<file path="config.mk">
export PLATFORM = sky130hd
export DESIGN_NAME = lin_addr_gen
export DESIGN_NICKNAME = d
export VERILOG_FILES = /design/src/rtl/lag_pkg.sv /design/src/rtl/lag_terms.sv /design/src/rtl/lag_csa.sv /design/src/rtl/lin_addr_gen.sv
export SDC_FILE = /design/constraint.sdc
export NUM_CORES = 1
export LEC_CHECK = 0
export BUFFER_PORTS_ARGS = -buffer_cell sky130_fd_sc_hd__buf_2
export CAP_MARGIN = 20
export CORE_ASPECT_RATIO = 0.7
export CORE_MARGIN = 5
export CORE_UTILIZATION = 54
export DETAILED_ROUTE_END_ITERATION = 12
export GPL_TIMING_DRIVEN = 0
export PLACE_DENSITY = 0.92
export RECOVER_POWER = 100
export SETUP_SLACK_MARGIN = 0.4
export SYNTH_ARGS = -nofsm -noshare
export SYNTH_HDL_FRONTEND = slang
export SYNTH_SLANG_ARGS = --single-unit
</file>
<file path="constraint.sdc">
create_clock -name clk -period 6.6 [get_ports clk]
set_clock_uncertainty 0.15 [all_clocks]
set_input_delay 0.66 -clock clk [delete_from_list [all_inputs] [get_ports clk]]
set_output_delay 0.66 -clock clk [all_outputs]
set_load 0.05 [all_outputs]
</file>
<file path="src/rtl/lag_pkg.sv">
package lag_pkg;
  localparam int unsigned AW = 32;
  localparam int unsigned SW = 2;
  localparam int unsigned DSHORT = 8;
  typedef logic [AW-1:0] addr_t;

  function automatic addr_t scale_idx(input addr_t v, input logic [SW-1:0] sc);
    return v << sc;
  endfunction

  function automatic addr_t ext_disp(input addr_t d, input logic wide);
    return wide ? d : {{(AW-DSHORT){d[DSHORT-1]}}, d[DSHORT-1:0]};
  endfunction
endpackage

</file>
<file path="src/rtl/lag_terms.sv">
module lag_terms
  import lag_pkg::*;
(
  input  addr_t          base_val,
  input  logic           base_en,
  input  addr_t          idx_val,
  input  logic           idx_en,
  input  logic [SW-1:0]  scale_code,
  input  addr_t          disp,
  input  logic           disp_wide,
  output addr_t          t_base,
  output addr_t          t_idx,
  output addr_t          t_disp
);
  assign t_base = base_en ? base_val : '0;
  assign t_idx  = idx_en ? scale_idx(idx_val, scale_code) : '0;
  assign t_disp = ext_disp(disp, disp_wide);
endmodule

</file>
<file path="src/rtl/lag_csa.sv">
module lag_csa
  import lag_pkg::*;
(
  input  addr_t a,
  input  addr_t b,
  input  addr_t c,
  output addr_t s,
  output addr_t k
);
  addr_t maj;
  assign s   = a ^ b ^ c;
  assign maj = (a & b) | (a & c) | (b & c);
  assign k   = {maj[AW-2:0], 1'b0};
endmodule

</file>
<file path="src/rtl/lin_addr_gen.sv">
module lin_addr_gen
  import lag_pkg::*;
(
  input  logic          clk,
  input  logic          rst_n,
  input  logic          in_valid,
  input  logic [31:0]   seg_base,
  input  logic [31:0]   base_val,
  input  logic          base_en,
  input  logic [31:0]   idx_val,
  input  logic          idx_en,
  input  logic [1:0]    scale_code,
  input  logic [31:0]   disp,
  input  logic          disp_wide,
  output logic          out_valid,
  output logic [31:0]   lin_addr
);
  addr_t t_base, t_idx, t_disp;
  addr_t s1, k1, s2, k2;
  addr_t sum_next;

  lag_terms u_terms (
    .base_val(base_val), .base_en(base_en), .idx_val(idx_val), .idx_en(idx_en),
    .scale_code(scale_code), .disp(disp), .disp_wide(disp_wide),
    .t_base(t_base), .t_idx(t_idx), .t_disp(t_disp)
  );

  lag_csa u_csa0 (.a(seg_base), .b(t_base), .c(t_idx), .s(s1), .k(k1));
  lag_csa u_csa1 (.a(s1), .b(k1), .c(t_disp), .s(s2), .k(k2));

  assign sum_next = s2 + k2;

  always_ff @(posedge clk) begin
    if (!rst_n) begin
      out_valid <= 1'b0;
      lin_addr  <= '0;
    end else begin
      out_valid <= in_valid;
      if (in_valid) lin_addr <= sum_next;
    end
  end

  AST_TREE_MATCHES_SUM: assert property (@(posedge clk) disable iff (!rst_n)
    sum_next == seg_base + t_base + t_idx + t_disp);
  AST_IDX_OFF_ZERO: assert property (@(posedge clk) disable iff (!rst_n)
    !idx_en |-> t_idx == '0);
  AST_BASE_OFF_ZERO: assert property (@(posedge clk) disable iff (!rst_n)
    !base_en |-> t_base == '0);
  AST_SHORT_DISP_SIGN: assert property (@(posedge clk) disable iff (!rst_n)
    !disp_wide |-> (t_disp[31:8] == {24{disp[7]}}));
  AST_VALID_FOLLOWS: assert property (@(posedge clk) disable iff (!rst_n)
    in_valid |=> out_valid);
  AST_HOLD_IDLE: assert property (@(posedge clk) disable iff (!rst_n)
    !in_valid |=> $stable(lin_addr));
endmodule

</file>
After elaboration in Yosys (flattened, before gate mapping)
Index checks and enable logic that the tools add are counted.
Widths: inputs -> output; s select.
Storage, ports and cells
  register bits: 33
  latch bits: 0
  RAM bits: 0
  bits in read-only memories: 0
  bits of input ports: 136
  output and inout bits: 33
  word-level logic and storage cells: 21
  memories: 0
Operators by class
  add/subtract/negate cells: 1
  $mul: 0
  div/mod/pow operators: 0
  $lt $le $gt $ge: 0
  equality and inequality tests: 0
  shift operators: 1
  multiplexer cells: 3
  bitwise gates (word level): 14
  reductions and logical operators: 0
Operators with widths (count)
  $and 31x31->31: 6
  $xor 32x32->32: 4
  $or 31x31->31: 4
  $mux 32: 3
  $add 32x32->32: 1
  $shl 32x2->32: 1

Depth between registers and ports, before layout
Gate-level depths: netlist of the first run.
  word-level depth: 9
  gate-level depth with buffers: 19
  mapped depth without buffers: 17

Modules after synthesis
From an unflattened synthesis of the first run, not the netlist that was laid out.
Unflattened totals
  cells, all modules: 623
  area, all modules: 5415.2 um^2
By module, submodules not included
  lin_addr_gen: instances 1, cells an instance 381, area an instance 2979.1 um^2, sequential area each 660.6 um^2
  lag_csa: instances 2, cells an instance 34, area an instance 655.6 um^2, sequential area each 0.0 um^2
  lag_terms: instances 1, cells an instance 174, area an instance 1124.8 um^2, sequential area each 0.0 um^2

Least setup slack after synthesis of the first run
OpenSTA, ideal clock, no wires.
  path kind: input -> register
  start point: input port scale_code[0]
  end point: register lin_addr[30]
  setup time: 120 ps
  arrival time: 5377 ps
  data required time: 6330 ps
  path slack: 953 ps
  cell stages on the path: 18
  buffers on the path: 2
  path through: clkbuf_1 -> buf_1 -> mux4_2 -> and2_1 -> fa_1 -> inv_1 -> fa_1 -> inv_1 -> ha_1 -> a211o_1 -> a211oi_2 -> o21bai_1 -> a21o_1 -> or2_4 -> a2111oi_2 -> o31a_2 -> nor3b_1 -> o31a_1
Between the ends
  word-level cells in the longest chain between the ends: 9
  elaborated cells on any way between the ends: 15
  those cells by class: add/sub (1); shift (1); mux (1); bitwise (12)
RTL lines
  start: declaration: line lin_addr_gen.sv:12  | input logic [1:0] scale_code,
  $shl 32x2->32 (*): line lag_pkg.sv:8  | return v << sc;
  $mux 32 (*): line lag_terms.sv:16  | assign t_idx = idx_en ? scale_idx(idx_val, scale_code) : '0;
  $and 31x31->31: line lag_csa.sv:12  | assign maj = (a & b) | (a & c) | (b & c);
  $or 31x31->31 (2 in a row): line lag_csa.sv:12
  $and 31x31->31: line lag_csa.sv:12
  $or 31x31->31 (2 in a row): line lag_csa.sv:12
  $add 32x32->32 (*): line lin_addr_gen.sv:31  | assign sum_next = s2 + k2;
  end signal: assignment: line lin_addr_gen.sv:39  | if (in_valid) lin_addr <= sum_next;
  end: declaration: line lin_addr_gen.sv:16  | output logic [31:0] lin_addr
Mark *: on every way between the ends. The rest lies on a longest branch, timed or not.
A chain may end at the register's enable or synchronous reset.

Worst setup path in the final report of the first run
Same ends and word-level chain as after synthesis.

==> impl_metrics.env, run 1 <==
export IMPL_fp_dieArea_um2=12700
export IMPL_layout_min_cycle_time_ns=5.84
export IMPL_clock_sinks=33
export IMPL_cts_buffer_depth=2
export IMPL_sw_frac_of_total=0.521
export IMPL_ctsResizeCount=0
export IMPL_p_sw_mw=1.02
export IMPL_syn_area_um2=5660
export IMPL_syn_area_per_cell_um2=8.81
export IMPL_numPortBuffers=165
export IMPL_yosys_most_used_dff="dfxtp_1"
export IMPL_status="finished, final reports clean"
export IMPL_design_area_um2=6740
export IMPL_yosys_area_top_type="fa_1"
export IMPL_p_int_mw=0.940
export IMPL_fp_dieW_um=132
export IMPL_drv_slew=0
export IMPL_fmax_ghz=0.171
export IMPL_placed_area_um2=6650
export IMPL_rsz0062_at_grt="no"
export IMPL_core_area_um2=10300
export IMPL_clk_latency_ns=0.28
export IMPL_worst_setup_path_end_kind="flop"
export IMPL_grt_pass1_vias=5357
export IMPL_ff2ff_setup_slack_ns=5.60
export IMPL_ys_ff_latch=33
export IMPL_max_slew_margin=0.456
export IMPL_dp_cells=939
export IMPL_ir_drop_mv=0.116
export IMPL_dp_hpwl_mm=14.1
export IMPL_die_h_um=95.6
export IMPL_worstPathCellList="clkbuf_1 -> clkbuf_1 -> mux4_2 -> and2_0 -> fa_1 -> inv_1 -> fa_1 -> inv_1 -> ha_1 -> a211o_1 -> a211oi_1 -> o21bai_1 -> a21o_1 -> or2_0 -> a2111oi_2 -> o31a_2 -> nor3b_1 -> o31a_1"
export IMPL_synthToLayoutAreaGrowth_pct=19.2
export IMPL_p_per_area_nw_per_um2=292
export IMPL_min_to="lin_addr[27]"
export IMPL_wl_per_cell_um=17.0
export IMPL_power_leakage_nw=3.36
export IMPL_cts_setup_buffers=0
export IMPL_n_fill_cell=828
export IMPL_worst_pin_slew_ns=0.816
export IMPL_crit_slowest_cell="clkbuf_1"
export IMPL_worstPathMaxFanout=10
export IMPL_first_iter_violations=411
export IMPL_ys_warnings_count=0
export IMPL_final_common_cell="buf_2"
export IMPL_antenna_cells=0
export IMPL_period_share=0.885
export IMPL_nets=1043
export IMPL_vias_per_cell=5.53
export IMPL_fin_tns_setup_ns=0
export IMPL_num_vias=5233
export IMPL_detail_route_antenna_nets=0
export IMPL_cp_startpoint="scale_code[0]"
export IMPL_finalSetupViolCount=0
export IMPL_synthArstFlopShare=0
export IMPL_seqPwrFrac=0.156
export IMPL_grt_overflow=0
export IMPL_cp_arrival_ns=5.85
export IMPL_cts_made_buffers=5
export IMPL_rows=31
export IMPL_drive_gt1_frac=0.210
export IMPL_path_buf_inv=4
export IMPL_worstHoldPathType="flop to flop"
export IMPL_layoutNonFillerInstCount=946
export IMPL_criticalPathCategory="input port to flop"
export IMPL_drt_wl_total_mm=16.0
export IMPL_startpoint_type="input port"
export IMPL_hold_path_startpoint="lin_addr[27]"
export IMPL_power_frac_clock=0.116
export IMPL_netlist_instances=642
export IMPL_hold_buffers=0
export IMPL_start_util=0.550
export IMPL_ioPinCount=169
export IMPL_cts_max_level=2
export IMPL_antenna_found_initial=0
export IMPL_combPwrFrac=0.727
export IMPL_final_cell_mix="buf_2, inv_1, clkbuf_1, fa_1, a21oi_1"
export IMPL_grt_max_degree=11
export IMPL_synth_cell_types=50
export IMPL_reg2regPathDepth=2
export IMPL_drv_max_cap_violation_count=0
export IMPL_cpPeakStageDelay_ns=0.63
export IMPL_place_gp_congestion=0.893
export IMPL_synth_edf_count=0
export IMPL_r2r_start="lin_addr[30]"
export IMPL_crit_family="compound AO/OA/AOI/OAI gates"
export IMPL_r2r_end="lin_addr[30]"
export IMPL_seq_area_frac_synth=0.117
export IMPL_clockRootBuffer="clkbuf_16"
export IMPL_route_detailed_drc=0
export IMPL_hold_viol=0
export IMPL_track_usage=0.251
export IMPL_ys_top_cells_by_area="fa_1, dfxtp_1, mux4_2, inv_1, ha_1"
export IMPL_path_clk_slew_ns=0.05
export IMPL_hold_depth=1
export IMPL_cts_tree="built"
export IMPL_worst_ep_required_time_ns=6.61
export IMPL_synth_top_cell_area_share=0.219
export IMPL_firstDrtPassIters=5
export IMPL_synth_nets=871
export IMPL_post_route_util=0.656
export IMPL_grt_pass1_wl_mm=25.9
stage by stage:
| step | setup WS (ns) | total power [mW] | hold WS [ns] |
|---|---|---|---|
| 2_1_floorplan | 0.953 | 1.38 | 0.561 |
| 3_5_place_dp | 0.578 | 1.74 | 0.315 |
| 4_1_cts | 0.851 | 1.97 | 0.324 |
| 3_3_place_gp | 0.607 | 1.69 | 0.309 |
| 6_report | 0.760 | 1.97 | 0.324 |
| 5_1_grt | 0.340 | 2.13 | 0.351 |
area by class of cell:
| cell class | count | area, µm² | share of cell area |
|---|---|---|---|
| well taps | 132 | 165 | 0.0245 |
| flip-flops and latches | 33 | 661 | 0.0980 |
| repair buffers | 165 | 783 | 0.116 |
| plain buffers | 30 | 113 | 0.0167 |
| multi-input cells | 456 | 4410 | 0.655 |
| clock buffers | 7 | 143 | 0.0212 |
| inverters | 123 | 462 | 0.0685 |
synth_stat cells, drive strengths merged, types with 2 or more instances:
cell and instances:
o21bai 3, a21o 13, a2111oi 2, o211a 2, o211ai 5, a31oi 4
dfxtp 33, or2 3, nand3b 8, nand2 40, nor2 7, mux2i 26
xnor2 20, a311oi 2, mux4 27, a21oi 52, nand4 4, and2 44
nor2b 30, o31a 2, nand4b 2, fa 62, o21a 2, nand2b 4
a221oi 3, nor3 2, a211oi 5, and3 8, ha 31, mux2 2
xor2 8, nand3 7, o21ai 18, clkbuf 26, buf 4, inv 123
power groups by stage:
stage | logic, mW | clock network, mW | registers, mW
finish | 1.43 | 0.228 | 0.307
floorplan | 0.850 | 0 | 0.534
CTS | 1.44 | 0.228 | 0.304
global placement | 1.39 | 0 | 0.300
global route | 1.57 | 0.237 | 0.315
detailed placement | 1.43 | 0 | 0.307
kinds of logic (layout without fill, tap and decap cells):
logic type	after synthesis	in the layout	synth area share
AO/OA/AOI/OAI	119	119	0.133
flip-flops	33	33	0.117
XOR/XNOR	28	28	0.0434
adder cells (fa/ha/maj)	93	93	0.288
multiplexers	55	55	0.158
buffers and inverters	153	325	0.102
AND/OR/NAND/NOR	161	161	0.159
worst register-to-register path, delay by kind of cell (launching register included):
family | cells | cell delay, ns
flops | 1 | 0.31
compound gates | 1 | 0.30
simple gates | 1 | 0.13
how the worst max path moves through the flow:
| stage | endpoint | cells past startpoint |
|---|---|---|
| 2_1_floorplan | lin_addr[30] | 18 |
| 3_3_place_gp | lin_addr[30] | 18 |
| 3_5_place_dp | lin_addr[31] | 18 |
| 4_1_cts | lin_addr[30] | 18 |
| 5_1_grt | lin_addr[30] | 18 |
| 6_report | lin_addr[30] | 18 |
metal layers:
layer	vias up	routed length [µm]	GRT usage
met4	0	306	0.0636
met2	291	7110	0.406
met3	32	1210	0.0369
met5	-	0	0
met1	2431	7420	0.359
li1	2479	-	-
flip-flops by register name (all words and copies together), names as in the netlist:
signal,flops
lin_addr,32
out_valid,1
Note: power is estimated with default switching activity, not from simulation.
==> inputs of run 2 (changes only) <==
- CELL_PAD_IN_SITES_DETAIL_PLACEMENT: default -> 2
- CELL_PAD_IN_SITES_GLOBAL_PLACEMENT: default -> 2
- CORE_UTILIZATION: 54 -> 31
- GPL_TIMING_DRIVEN: 0 -> 1
- PLACE_DENSITY: 0.92 -> 0.91
==> run 2 against run 1 <==
Effect of this change: the flow now finishes with violations (max-capacitance violations, max-slew violations); flip-flop and latch count did not move; register-to-register slack got worse by 0.06 ns; die area is 67% higher; worst hold slack improved by 0.012 ns; non-clock buffer count shrank 24; routed wire length rose by 31%; critical path depth decreased by 1; total power grew 7.1%; fmax up 1.2%; core utilization down 28 points; combinational power increased by 7%; critical path type unchanged; largest power group unchanged; highest routed layer is now met5.
==> impl_metrics.env, run 2 (synthesis results as in run 1) <==
export IMPL_holdWs_ns=0.335
export IMPL_vias_per_cell=5.04
export IMPL_cp_arrival_ns=5.79
export IMPL_final_cell_mix="buf_2, inv_1, fa_1"
export IMPL_fp_dieW_um=171
export IMPL_ioPinCount=169
export IMPL_drive_gt1_frac=0.225
export IMPL_numPortBuffers=168
export IMPL_reg2regPathDepth=2
export IMPL_wl_per_cell_um=20.5
export IMPL_worstPathMaxFanout=20
export IMPL_hold_path_startpoint="lin_addr[3]"
export IMPL_first_iter_violations=190
export IMPL_design_area_um2=6820
export IMPL_rsz0062_at_grt="no"
export IMPL_reg_top3="lin_addr (32), out_valid (1)"
export IMPL_grt_max_degree=45
export IMPL_grtUsageMet2=0.318
export IMPL_clockRootBuffer="clkbuf_16"
export IMPL_power_frac_clock=0.128
export IMPL_max_slew_margin=-0.688
export IMPL_ir_drop_mv=0.142
export IMPL_rows=41
export IMPL_worst_pin_slew_ns=2.53
export IMPL_antenna_found_initial=1
export IMPL_die_h_um=123
export IMPL_fin_tns_setup_ns=0
export IMPL_fmax_ghz=0.173
export IMPL_layout_min_cycle_time_ns=5.77
export IMPL_placed_area_um2=6700
export IMPL_drv_max_cap_violation_count=1
export IMPL_antenna_cells=0
export IMPL_min_to="lin_addr[3]"
export IMPL_use_met3=0.0272
export IMPL_r2r_end="lin_addr[30]"
export IMPL_combPwrFrac=0.727
export IMPL_finalSetupViolCount=0
export IMPL_synthToLayoutAreaGrowth_pct=20.5
export IMPL_final_common_cell="buf_2"
export IMPL_cts_made_buffers=5
export IMPL_grt_overflow=0
export IMPL_drt_wl_total_mm=21.0
export IMPL_path_clk_slew_ns=0.06
export IMPL_seqPwrFrac=0.145
export IMPL_cts_tree="built"
export IMPL_r2r_start="lin_addr[30]"
export IMPL_p_per_area_nw_per_um2=309
export IMPL_worstHoldPathType="flop to flop"
export IMPL_firstDrtPassIters=4
export IMPL_hold_buffers=0
export IMPL_start_util=0.315
export IMPL_num_vias=5174
export IMPL_clock_sinks=33
export IMPL_clk_latency_ns=0.27
export IMPL_grt_pass1_vias=5864
export IMPL_cts_setup_buffers=0
export IMPL_p_sw_mw=1.12
export IMPL_startpoint_type="input port"
export IMPL_status="finished, violations left"
export IMPL_worst_ep_required_time_ns=6.62
export IMPL_drv_slew=45
export IMPL_sw_frac_of_total=0.535
export IMPL_p_int_mw=0.979
export IMPL_period_share=0.875
export IMPL_grt_pass1_wl_mm=32.9
export IMPL_worst_setup_path_end_kind="flop"
export IMPL_track_usage=0.199
export IMPL_fp_dieArea_um2=21100
export IMPL_top_register="lin_addr"
export IMPL_violations="max-capacitance violations, max-slew violations"
export IMPL_detail_route_antenna_nets=0
export IMPL_ctsResizeCount=0
export IMPL_route_detailed_drc=0
export IMPL_largest_register_ffs=32
export IMPL_grt_met1_usage=0.297
export IMPL_hold_viol=0
export IMPL_busiest_layer="met2"
export IMPL_place_gp_congestion=0.862
export IMPL_criticalPathCategory="input port to flop"
export IMPL_core_area_um2=18000
export IMPL_hold_depth=1
export IMPL_cts_max_level=2
export IMPL_dp_hpwl_mm=18.4
export IMPL_power_leakage_nw=3.36
export IMPL_cts_buffer_depth=2
export IMPL_ff2ff_setup_slack_ns=5.54
export IMPL_nets=1019
run 2: cell count changes in the layout (fill, tap and decap cells not counted), sizes merged:
cell / before / now
clkbuf: 68 / 39
buf: 134 / 137
clkinvlp: 0 / 1
clkinv: 0 / 1
bufinv: 0 / 1
run 2: power by group through the flow:
stage,sequential (mW),combinational [mW],clock (mW)
finish,0.306,1.53,0.270
detailed placement,0.308,1.56,0
floorplan,0.534,0.850,0
global placement,0.303,1.46,0
CTS,0.305,1.56,0.278
global route,0.317,1.68,0.285
run 2: final cells by class:
class                   instances  area (µm²)
clock inverters                 3        46.3
inverters                     123         462
multi-input cells             456        4410
repair buffers                171         818
clock buffers                   5         125
fillers                      2092       11100
flip-flops and latches         33         661
well taps                     236         295
run 2: metal layers:
metal | part of all wire | vias up
met5 | 0.00052 | -
met4 | 0.0066 | 2
met3 | 0.052 | 12
met2 | 0.44 | 150
met1 | 0.50 | 2591
li1 | - | 2419
run 2: critical path: stages:
cell and delay [ns]:
buf_2 0.45, mux4_2 0.57, and2_1 0.18, fa_1 0.51, inv_1 0.05, fa_1 0.49, inv_1 0.05, ha_1 0.39
nand2_1 0.16, nor2_1 0.26, nand3_1 0.20, a2111oi_0 0.72, o21ai_0 0.22, a21oi_1 0.36, xnor2_1 0.19, nand2_1 0.09
o211a_1 0.21
run 2: through the flow:
step | power (mW) | std cells | setup slack [ns] | utilization
after floorplan | 1.38 | 642 | 0.953 | -
after global placement | 1.76 | 1019 | 1.00 | 0.373
after detailed placement | 1.87 | 1019 | 0.819 | 0.373
after CTS | 2.15 | 1027 | 1.08 | 0.383
after global routing | 2.28 | 1027 | 0.370 | 0.380
final | 2.10 | 1027 | 0.828 | 0.380
run 2: worst max path at each step:
stage                         endpoint          start
after floorplan           lin_addr[30]  scale_code[0]
final                     lin_addr[27]  scale_code[0]
after detailed placement  lin_addr[29]  scale_code[0]
after global routing      lin_addr[29]  scale_code[0]
after global placement    lin_addr[29]  scale_code[0]
after CTS                 lin_addr[29]  scale_code[0]
